==> config.mk <==
export PLATFORM = sky130hd
export DESIGN_NAME = bitrate_gen
export DESIGN_NICKNAME = d
export VERILOG_FILES = /design/src/rtl/bitgen_pkg.sv /design/src/rtl/bitgen_regs.sv /design/src/rtl/bitgen_prescale.sv /design/src/rtl/bitgen_div.sv /design/src/rtl/bitrate_gen.sv
export SDC_FILE = /design/constraint.sdc
export NUM_CORES = 1
export LEC_CHECK = 0
export BUFFER_PORTS_ARGS = -buffer_cell sky130_fd_sc_hd__buf_2
export CAP_MARGIN = 20
export CORE_MARGIN = 4
export CORE_UTILIZATION = 50
export DETAILED_ROUTE_END_ITERATION = 8
export PLACE_DENSITY = 0.77
export RECOVER_POWER = 100
export SYNTH_ARGS = -nofsm -noshare
export SYNTH_HDL_FRONTEND = slang
export SYNTH_SLANG_ARGS = --single-unit
==> constraint.sdc <==
create_clock -name clk_i -period 2.9 [get_ports clk_i]
set_input_delay 0.58 -clock clk_i [delete_from_list [all_inputs] [get_ports clk_i]]
set_output_delay 0.58 -clock clk_i [all_outputs]
set_load 0.005 [all_outputs]
==> src/rtl/bitgen_pkg.sv <==
package bitgen_pkg;
  typedef enum logic {
    SRC_DIRECT = 1'b0,
    SRC_DIV8   = 1'b1
  } src_sel_e;
endpackage

==> src/rtl/bitgen_regs.sv <==
module bitgen_regs
  import bitgen_pkg::*;
#(
  parameter int unsigned AW        = 8,
  parameter int unsigned DW        = 32,
  parameter int unsigned CD_W      = 16,
  parameter int unsigned BD_W      = 8,
  parameter int unsigned BD_MIN    = 4,
  parameter int unsigned CD_ADDR   = 'h18,
  parameter int unsigned BD_ADDR   = 'h34,
  parameter int unsigned MODE_ADDR = 'h04,
  parameter int unsigned RST_CD    = 0,
  parameter int unsigned RST_BD    = 15
) (
  input  logic            clk_i,
  input  logic            rst_ni,
  input  logic            we_i,
  input  logic [AW-1:0]   addr_i,
  input  logic [DW-1:0]   wdata_i,
  output logic [DW-1:0]   rdata_o,
  output logic [CD_W-1:0] cd_o,
  output logic [BD_W-1:0] bd_o,
  output src_sel_e        sel_o,
  output logic            reload_o
);
  localparam logic [BD_W-1:0] BD_FLOOR = BD_W'(BD_MIN);

  logic hit_cd, hit_bd, hit_mode;
  logic [BD_W-1:0] bd_raw, bd_next;

  assign hit_cd   = addr_i == AW'(CD_ADDR);
  assign hit_bd   = addr_i == AW'(BD_ADDR);
  assign hit_mode = addr_i == AW'(MODE_ADDR);
  assign reload_o = we_i && (hit_cd || hit_bd);

  assign bd_raw  = wdata_i[BD_W-1:0];
  assign bd_next = (bd_raw < BD_FLOOR) ? BD_FLOOR : bd_raw;

  always_ff @(posedge clk_i or negedge rst_ni) begin
    if (!rst_ni) begin
      cd_o  <= CD_W'(RST_CD);
      bd_o  <= BD_W'(RST_BD);
      sel_o <= SRC_DIRECT;
    end else if (we_i) begin
      if (hit_cd)   cd_o  <= wdata_i[CD_W-1:0];
      if (hit_bd)   bd_o  <= bd_next;
      if (hit_mode) sel_o <= src_sel_e'(wdata_i[0]);
    end
  end

  always_comb begin
    rdata_o = '0;
    if (hit_cd)        rdata_o = DW'(cd_o);
    else if (hit_bd)   rdata_o = DW'(bd_o);
    else if (hit_mode) rdata_o = DW'(sel_o);
  end
endmodule

==> src/rtl/bitgen_prescale.sv <==
module bitgen_prescale
  import bitgen_pkg::*;
#(
  parameter int unsigned PRE_DIV = 8
) (
  input  logic     clk_i,
  input  logic     rst_ni,
  input  logic     reload_i,
  input  src_sel_e sel_i,
  output logic     src_en_o
);
  generate
    if (PRE_DIV <= 1) begin : g_bypass
      assign src_en_o = 1'b1;
    end else begin : g_count
      localparam int unsigned PW = $clog2(PRE_DIV);
      localparam logic [PW-1:0] LAST = PW'(PRE_DIV - 1);
      logic [PW-1:0] cnt_q;

      always_ff @(posedge clk_i or negedge rst_ni) begin
        if (!rst_ni)                       cnt_q <= '0;
        else if (reload_i || sel_i == SRC_DIRECT) cnt_q <= '0;
        else if (cnt_q == LAST)            cnt_q <= '0;
        else                               cnt_q <= cnt_q + 1'b1;
      end

      assign src_en_o = (sel_i == SRC_DIRECT) || (cnt_q == LAST);
    end
  endgenerate
endmodule

==> src/rtl/bitgen_div.sv <==
module bitgen_div #(
  parameter int unsigned W = 16
) (
  input  logic         clk_i,
  input  logic         rst_ni,
  input  logic         reload_i,
  input  logic         enable_i,
  input  logic         step_i,
  input  logic [W-1:0] last_i,
  output logic         hit_o
);
  logic [W-1:0] cnt_q;
  logic at_last;

  assign at_last = cnt_q == last_i;
  assign hit_o   = enable_i && step_i && at_last && !reload_i;

  always_ff @(posedge clk_i or negedge rst_ni) begin
    if (!rst_ni)                cnt_q <= '0;
    else if (reload_i || !enable_i) cnt_q <= '0;
    else if (step_i)            cnt_q <= at_last ? '0 : cnt_q + 1'b1;
  end
endmodule

==> src/rtl/bitrate_gen.sv <==
module bitrate_gen
  import bitgen_pkg::*;
#(
  parameter int unsigned AW        = 8,
  parameter int unsigned DW        = 32,
  parameter int unsigned CD_W      = 16,
  parameter int unsigned BD_W      = 8,
  parameter int unsigned BD_MIN    = 4,
  parameter int unsigned PRE_DIV   = 8,
  parameter int unsigned CD_ADDR   = 'h18,
  parameter int unsigned BD_ADDR   = 'h34,
  parameter int unsigned MODE_ADDR = 'h04,
  parameter int unsigned RST_CD    = 0,
  parameter int unsigned RST_BD    = 15
) (
  input  logic          clk_i,
  input  logic          rst_ni,
  input  logic          we_i,
  input  logic [AW-1:0] addr_i,
  input  logic [DW-1:0] wdata_i,
  output logic [DW-1:0] rdata_o,
  output logic          sample_en_o,
  output logic          baud_tick_o
);
  logic [CD_W-1:0] cd_q;
  logic [BD_W-1:0] bd_q;
  src_sel_e        sel_q;
  logic            reload;
  logic            src_en, cd_on, smp_hit, bit_hit;

  bitgen_regs #(
    .AW(AW), .DW(DW), .CD_W(CD_W), .BD_W(BD_W), .BD_MIN(BD_MIN),
    .CD_ADDR(CD_ADDR), .BD_ADDR(BD_ADDR), .MODE_ADDR(MODE_ADDR),
    .RST_CD(RST_CD), .RST_BD(RST_BD)
  ) u_regs (
    .clk_i(clk_i), .rst_ni(rst_ni), .we_i(we_i), .addr_i(addr_i),
    .wdata_i(wdata_i), .rdata_o(rdata_o), .cd_o(cd_q), .bd_o(bd_q),
    .sel_o(sel_q), .reload_o(reload)
  );

  bitgen_prescale #(.PRE_DIV(PRE_DIV)) u_pre (
    .clk_i(clk_i), .rst_ni(rst_ni), .reload_i(reload),
    .sel_i(sel_q), .src_en_o(src_en)
  );

  assign cd_on = cd_q != '0;

  bitgen_div #(.W(CD_W)) u_smp (
    .clk_i(clk_i), .rst_ni(rst_ni), .reload_i(reload), .enable_i(cd_on),
    .step_i(src_en), .last_i(cd_q - 1'b1), .hit_o(smp_hit)
  );

  bitgen_div #(.W(BD_W)) u_bit (
    .clk_i(clk_i), .rst_ni(rst_ni), .reload_i(reload), .enable_i(1'b1),
    .step_i(smp_hit), .last_i(bd_q), .hit_o(bit_hit)
  );

  always_ff @(posedge clk_i or negedge rst_ni) begin
    if (!rst_ni) begin
      sample_en_o <= 1'b0;
      baud_tick_o <= 1'b0;
    end else begin
      sample_en_o <= smp_hit;
      baud_tick_o <= bit_hit;
    end
  end
endmodule


**Word level (Yosys, flattened, before mapping)**

Index checks and enable logic that the tools add are counted.

- $add $sub $neg: 4
- Magnitude comparators: 1
- Equality and inequality tests: 6
- Multiplexer cells: 12
- Bitwise operators: 1
- Reduce and logical (&&, ||, !) cells: 18

Operator list:

| kind | count |
|---|---|
| 32-bit two-way mux | 2 |
| 16-bit two-way mux | 3 |
| 8-bit two-way mux | 4 |
| 16-bit by 1-bit adder with 16-bit output, second input constant | 1 |
| 16-bit equality test | 1 |
| 16-bit nonzero test | 1 |
| 16-bit by 1-bit subtractor with 16-bit output, second input constant | 1 |
| 8-bit by 1-bit adder with 8-bit output, second input constant | 1 |
| 8-bit by 3-bit equality test with 1-bit output, second input constant | 1 |
| 8-bit by 5-bit equality test with 1-bit output, second input constant | 1 |
| 8-bit by 6-bit equality test with 1-bit output, second input constant | 1 |
| 8-bit equality test | 1 |
| 8-bit by 3-bit < comparator with 1-bit output, second input constant | 1 |
| 1-bit logical AND | 6 |
| 3-bit two-way mux | 2 |
| 2-bit AND reduction | 3 |
| 1-bit logical OR | 4 |
| 2-bit nonzero test | 2 |
| 3-bit by 1-bit adder with 3-bit output, second input constant | 1 |
| 3-bit equality test, second input constant | 1 |
| 1-bit logical NOT | 2 |
| 1-bit two-way mux | 1 |
| 1-bit inverter | 1 |

- Flip-flop bits (word level): 54
- Logic and storage cells: 50

**Logic depth before layout (Yosys ltp)**

- Depth in word-level cells: 7
- Mapped depth: 11

**Cells and area by module**

A second synthesis with hierarchy kept.

- Cells, all modules: 346
- Area total of the unflattened synthesis: 3595.9 um^2

By module, submodules not included:

| module | times used | cells each | area each (um^2) | seq. area each (um^2) |
|---|---|---|---|---|
| bitgen_regs | 1 | 106 | 1333.8 | 630.6 |
| bitgen_div at u_smp | 1 | 127 | 1151.1 | 400.4 |
| bitgen_div at u_bit | 1 | 61 | 581.8 | 200.2 |
| bitrate_gen | 1 | 43 | 390.4 | 50.0 |
| bitgen_prescale | 1 | 9 | 138.9 | 75.1 |

**Worst setup path after synthesis**

No wires, ideal clock.

- Kind: register to register
- Start: register u_regs.cd_o[0]
- End: register u_smp.cnt_q[1]
- Setup time: 0.125 ns
- Arrival time: 2.640 ns
- Data required time: 2.775 ns
- Slack: 0.135 ns
- Stages on the path, launching flop included: 12
- Buffers on the path: 2
- Clock period less this slack: 2.765 ns
- Cells stage by stage: dfrtp_1 buf_6 inv_1 ha_1 nor3b_4 nand2_1 or4_1 and3_1 a2111o_1 buf_6 and3_1 mux2_4

- Longest elaborated chain between the ends: 5

RTL lines:

| item | line | source |
|---|---|---|
| start, declared | bitgen_regs.sv:21 | `output logic [CD_W-1:0] cd_o,` |
| start signal, assigned | bitgen_regs.sv:41 | `cd_o <= CD_W'(RST_CD);` |
| start signal, assigned | bitgen_regs.sv:45 | `if (hit_cd) cd_o <= wdata_i[CD_W-1:0];` |
| 16-bit by 1-bit subtractor with 16-bit output | bitrate_gen.sv:50 | `.step_i(src_en), .last_i(cd_q - 1'b1), .hit_o(smp_hit)` |
| 16-bit equality test | bitgen_div.sv:15 | `assign at_last = cnt_q == last_i;` |
| 16-bit two-way mux (2 in series) | bitgen_div.sv:21 | `else if (step_i) cnt_q <= at_last ? '0 : cnt_q + 1'b1;` |
| 16-bit two-way mux | bitgen_div.sv:20 | `else if (reload_i \|\| !enable_i) cnt_q <= '0;` |
| end signal, assigned | bitgen_div.sv:21 |  |
| end, declared | bitgen_div.sv:12 | `logic [W-1:0] cnt_q;` |

Parallel ways exist; a longest one is shown, timed or not. The select of a mux whose other input is x is not followed.
A chain may end at the register's enable or synchronous reset.

**Worst setup path in the final report**

Same ends and word-level chain as after synthesis.

==> results.txt <==
The run finished with clean final reports. The leakage power total came out at around 0.0020 uW. Of the total synthesized cell area, the portion taken by full adders, half adders and majority gates is 1.73%.

The final-report setup violation count is 0. The synthesized area is approximately 3600 um^2. The weighted congestion at the end of routability-driven global placement came out at between 0.9 and 1. Synthesis produced about 370 cells.

In this run, the number of DRC markers left after iteration 0 of detailed routing was around 220. After synthesis, the share of flip-flops with an asynchronous set or reset is 100%. The most used flip-flop cell after synthesis is dfrtp_1.

The number of design rule violations left after detail routing came out at 0. The yosys synthesis warning count came out at 0. The number of global-route vias before repair is around 2,800.

Measured along the x axis, the die boundary spans 93.0 um. Excluding fillers, the count of instances in the completed layout stands at 538. The number of clock sinks seen by CTS is 54. The launching element type of the critical path is a register. The detail route stage leaves a number of antenna-violating nets equal to 0. The sequential cell area is 1360 um^2. Dividing total power by cell area gives a power density of about 450 nW/um^2. The longest clock path from root to sink contains 2 buffers. The register area share after synthesis came out at approximately 38%. The placement row count is 30.

In this run the clock root is driven by a clkbuf_8. The fraction of the mapped netlist area in simple logic gates is 23.7%. The number of fill cells in the layout is roughly 610. The average instance area after synthesis came out at 9.68 um^2. The endpoint class of the critical path is a register. The total wire length after detailed routing is 8540 um. The deepest level of the CTS H-tree is 2. The wire length of the first global-routing pass is roughly 14,000 um. The post-layout minimum cycle time is about 2800 ps. The maximum vdd drop came out at ~240 uV. Yosys mapped the design onto about 70 distinct sky130hd cell types. The data required time of the worst path came out at 3100 ps. The number of antenna violations at the first check in global routing came to 0.

The worst endpoint data arrival time came out at between 3000 and 4000 ps. The ratio of cells with drive above 1 in the final layout is 26.2%. Derived from the worst setup path, the maximum achievable clock frequency is about 350 MHz. The finished layout cell area came out at 4160 um^2. The footprint of the multi-input gates came out at 2100 um^2. Between clock sinks in the finished design, the worst skew comes to between 10 and 15 ps. The count of buffers from port buffering is 44. The number of flops mapped to enable cells by yosys came out at 0. The synthesized-area fraction occupied by ao, oa, aoi and oai cells came out at 13.6%.

Global routing finished with a remaining overflow of 0. The number of failing hold endpoints at the final stage is 0. After legalization and detailed placement, the total HPWL measured between 6000 and 7000 um. The largest net degree at the start of global routing is between 50 and 60. The first-pass iteration count of the detailed router is 5.

The transition time of the tightest slew-check pin is about 1300 ps. Summing the areas of all xor and xnor instances in the mapped netlist gives 9.66% of the synthesized area. The area growth from synthesis to layout came out at 15.1%. After layout, the worst path uses between 90% and 100% of the clock period. By area, the combinational part of the netlist is dominated by simple AND/OR/NAND/NOR gates.

The flip-flop and latch count after synthesis came out at 54. The area of the die is roughly 8600 um^2. The fraction of synthesized area in multiplexers came out at between 7 and 8%. The library cells used most frequently in the layout, excluding fill and tap cells, are dfrtp_1 (48), nor2_1 (32), buf_2 (32), nand2_1 (29), buf_4 (23). The instance count after placement with tap cells included is between 500 and 600. The library cell used most frequently in the layout, excluding fill and tap cells, is dfrtp_1. The via density per instance is approximately 5.7.

The final count of pins violating max slew came out at 0. The setup slack after layout is a little under 80 ps. The CTS tree is built.

The net count of the finished layout is between 400 and 500. The number of antenna diodes in the final layout is 0. After detailed routing, the average wire length per cell comes to 15.9 um. The post-place setup slack is 56.3 ps.

The total cell area at the placement stage came out at ~4000 um^2. The worst setup path is of the reg -> reg kind. The total global routing track utilization came out at about 20%.

The area of the core is 6910 um^2. The worst pin sits at a relative slew slack of between 10% and 20%. The TritonCTS buffer count is 5.

Cells fill approximately three fifths of the core in the end. The height of the chip is ~93 um. The path class of the tightest hold or removal check is reg -> reg. Once the floorplan was initialized, standard cells occupied between 50 and 60% of the core. Clock-pin slew was measured on the worst setup and hold paths at between 100 and 150 ps. The clock network latency to the later pin of the worst-skew pair is between 300 and 400 ps.

The I/O pin total came out at 77. Along the worst path, the maximum fanout reaches 6. The number of violations of the max-capacitance limit came out at 0.

The total via count in the routed design came out at a little over 3,000.
## logic make-up (layout without fill, tap and decap cells)
group	after synthesis	after routing
compound gates	63	63
xor+xnor	39	39
fa+ha+maj	5	5
buf+inv	39	93
flops	54	54
mux	23	23
other cells	1	16
simple gates	149	149
## layout make-up
class | count | area share [%]
clock buffers | 5 | 1.65
clock inverters | 3 | 1.14
inverters | 13 | 1.17
multi-input cells | 295 | 50.5
flip-flops and latches | 54 | 32.7
well taps | 96 | 2.89
repair buffers | 72 | 9.99
## sequential cells by signal, summed over array words and instances (netlist names)
signal / count
baud_tick_o: 1
u_pre.g_count.cnt_q: 3
u_bit.cnt_q: 8
u_smp.cnt_q: 16
u_regs.cd_o: 16
u_regs.sel_o: 1
sample_en_o: 1
u_regs.bd_o: 8
## power by group
| group | switching (uW) | total (uW) | internal, uW |
|---|---|---|---|
| logic | 263 | 494 | 231 |
| clock network | 258 | 520 | 262 |
| registers | 63.3 | 852 | 788 |
## what timing repair did
action	in CTS	in global routing
endpoints found under the setup margin	0	18
gates resized for setup	0	5
hold buffers	0	0
setup buffers	0	8
## worst max-delay path, stage by stage, from the launching register on
cell	delay [ps]
dfrtp_2	460
buf_4	150
nor4_4	250
buf_4	180
and4_1	180
a31oi_1	40
or3_1	360
a2111o_1	570
and3_1	250
mux2_4	250
## synthesized netlist by cell type (all sizes together) (6+ instances only)
| master | instances | area (um^2) |
|---|---|---|
| a21oi | 6 | 37.5 |
| a22o | 8 | 70.1 |
| and2 | 10 | 62.6 |
| and3 | 6 | 37.5 |
| buf | 20 | 159 |
| clkbuf | 6 | 22.5 |
| dfrtp | 50 | 1250 |
| inv | 13 | 48.8 |
| mux2 | 23 | 263 |
| nand2 | 29 | 109 |
| nand3 | 12 | 60.1 |
| nand4 | 6 | 43.8 |
| nor2 | 32 | 120 |
| nor3 | 14 | 91.3 |
| nor3b | 6 | 61.3 |
| nor4 | 10 | 83.8 |
| o2111ai | 6 | 52.6 |
| o21ai | 12 | 71.3 |
| xnor2 | 23 | 209 |
| xor2 | 16 | 140 |
## layer usage
metal / part of all wire [%] / GRT usage, % / routed length [um] / up-vias
met1: 46 / 29.6 / 3950 / 1482
met5: 0 / 0 / 0 / -
li1: - / - / - / 1447
met2: 47 / 31.9 / 4040 / 105
met3: 5.3 / 2.33 / 454 / 7
met4: 1.1 / 5.37 / 98 / 0
## worst paths after layout
kind | from | endpoint | slack (ps) | cells past startpoint
min reg2reg | u_pre.g_count.cnt_q[0]$_DFF_PN0_ | u_pre.g_count.cnt_q[0]$_DFF_PN0_ | 460 | 1
min in group asynchronous | rst_ni | u_regs.cd_o[15]$_DFFE_PN0P_ | 640 | 2
max | u_regs.cd_o[0]$_DFFE_PN0P_ | u_smp.cnt_q[1]$_DFFE_PN0P_ | 80 | 9
max reg2reg | u_regs.cd_o[0]$_DFFE_PN0P_ | u_smp.cnt_q[1]$_DFFE_PN0P_ | 80 | 9
max in group asynchronous | rst_ni | u_regs.cd_o[0]$_DFFE_PN0P_ | 1400 | 2
min | u_pre.g_count.cnt_q[0]$_DFF_PN0_ | u_pre.g_count.cnt_q[0]$_DFF_PN0_ | 460 | 1
## metrics by stage
step | hold WS (ps) | setup TNS (ps) | power [uW]
5_1_grt | 475 | -93.9 | 1960
4_1_cts | 407 | 0 | 1830
2_1_floorplan | 284 | 0 | 1170
3_5_place_dp | 439 | 0 | 1300
6_report | 458 | 0 | 1870
3_3_place_gp | 431 | 0 | 1290
(Power assumes the default switching activity.)
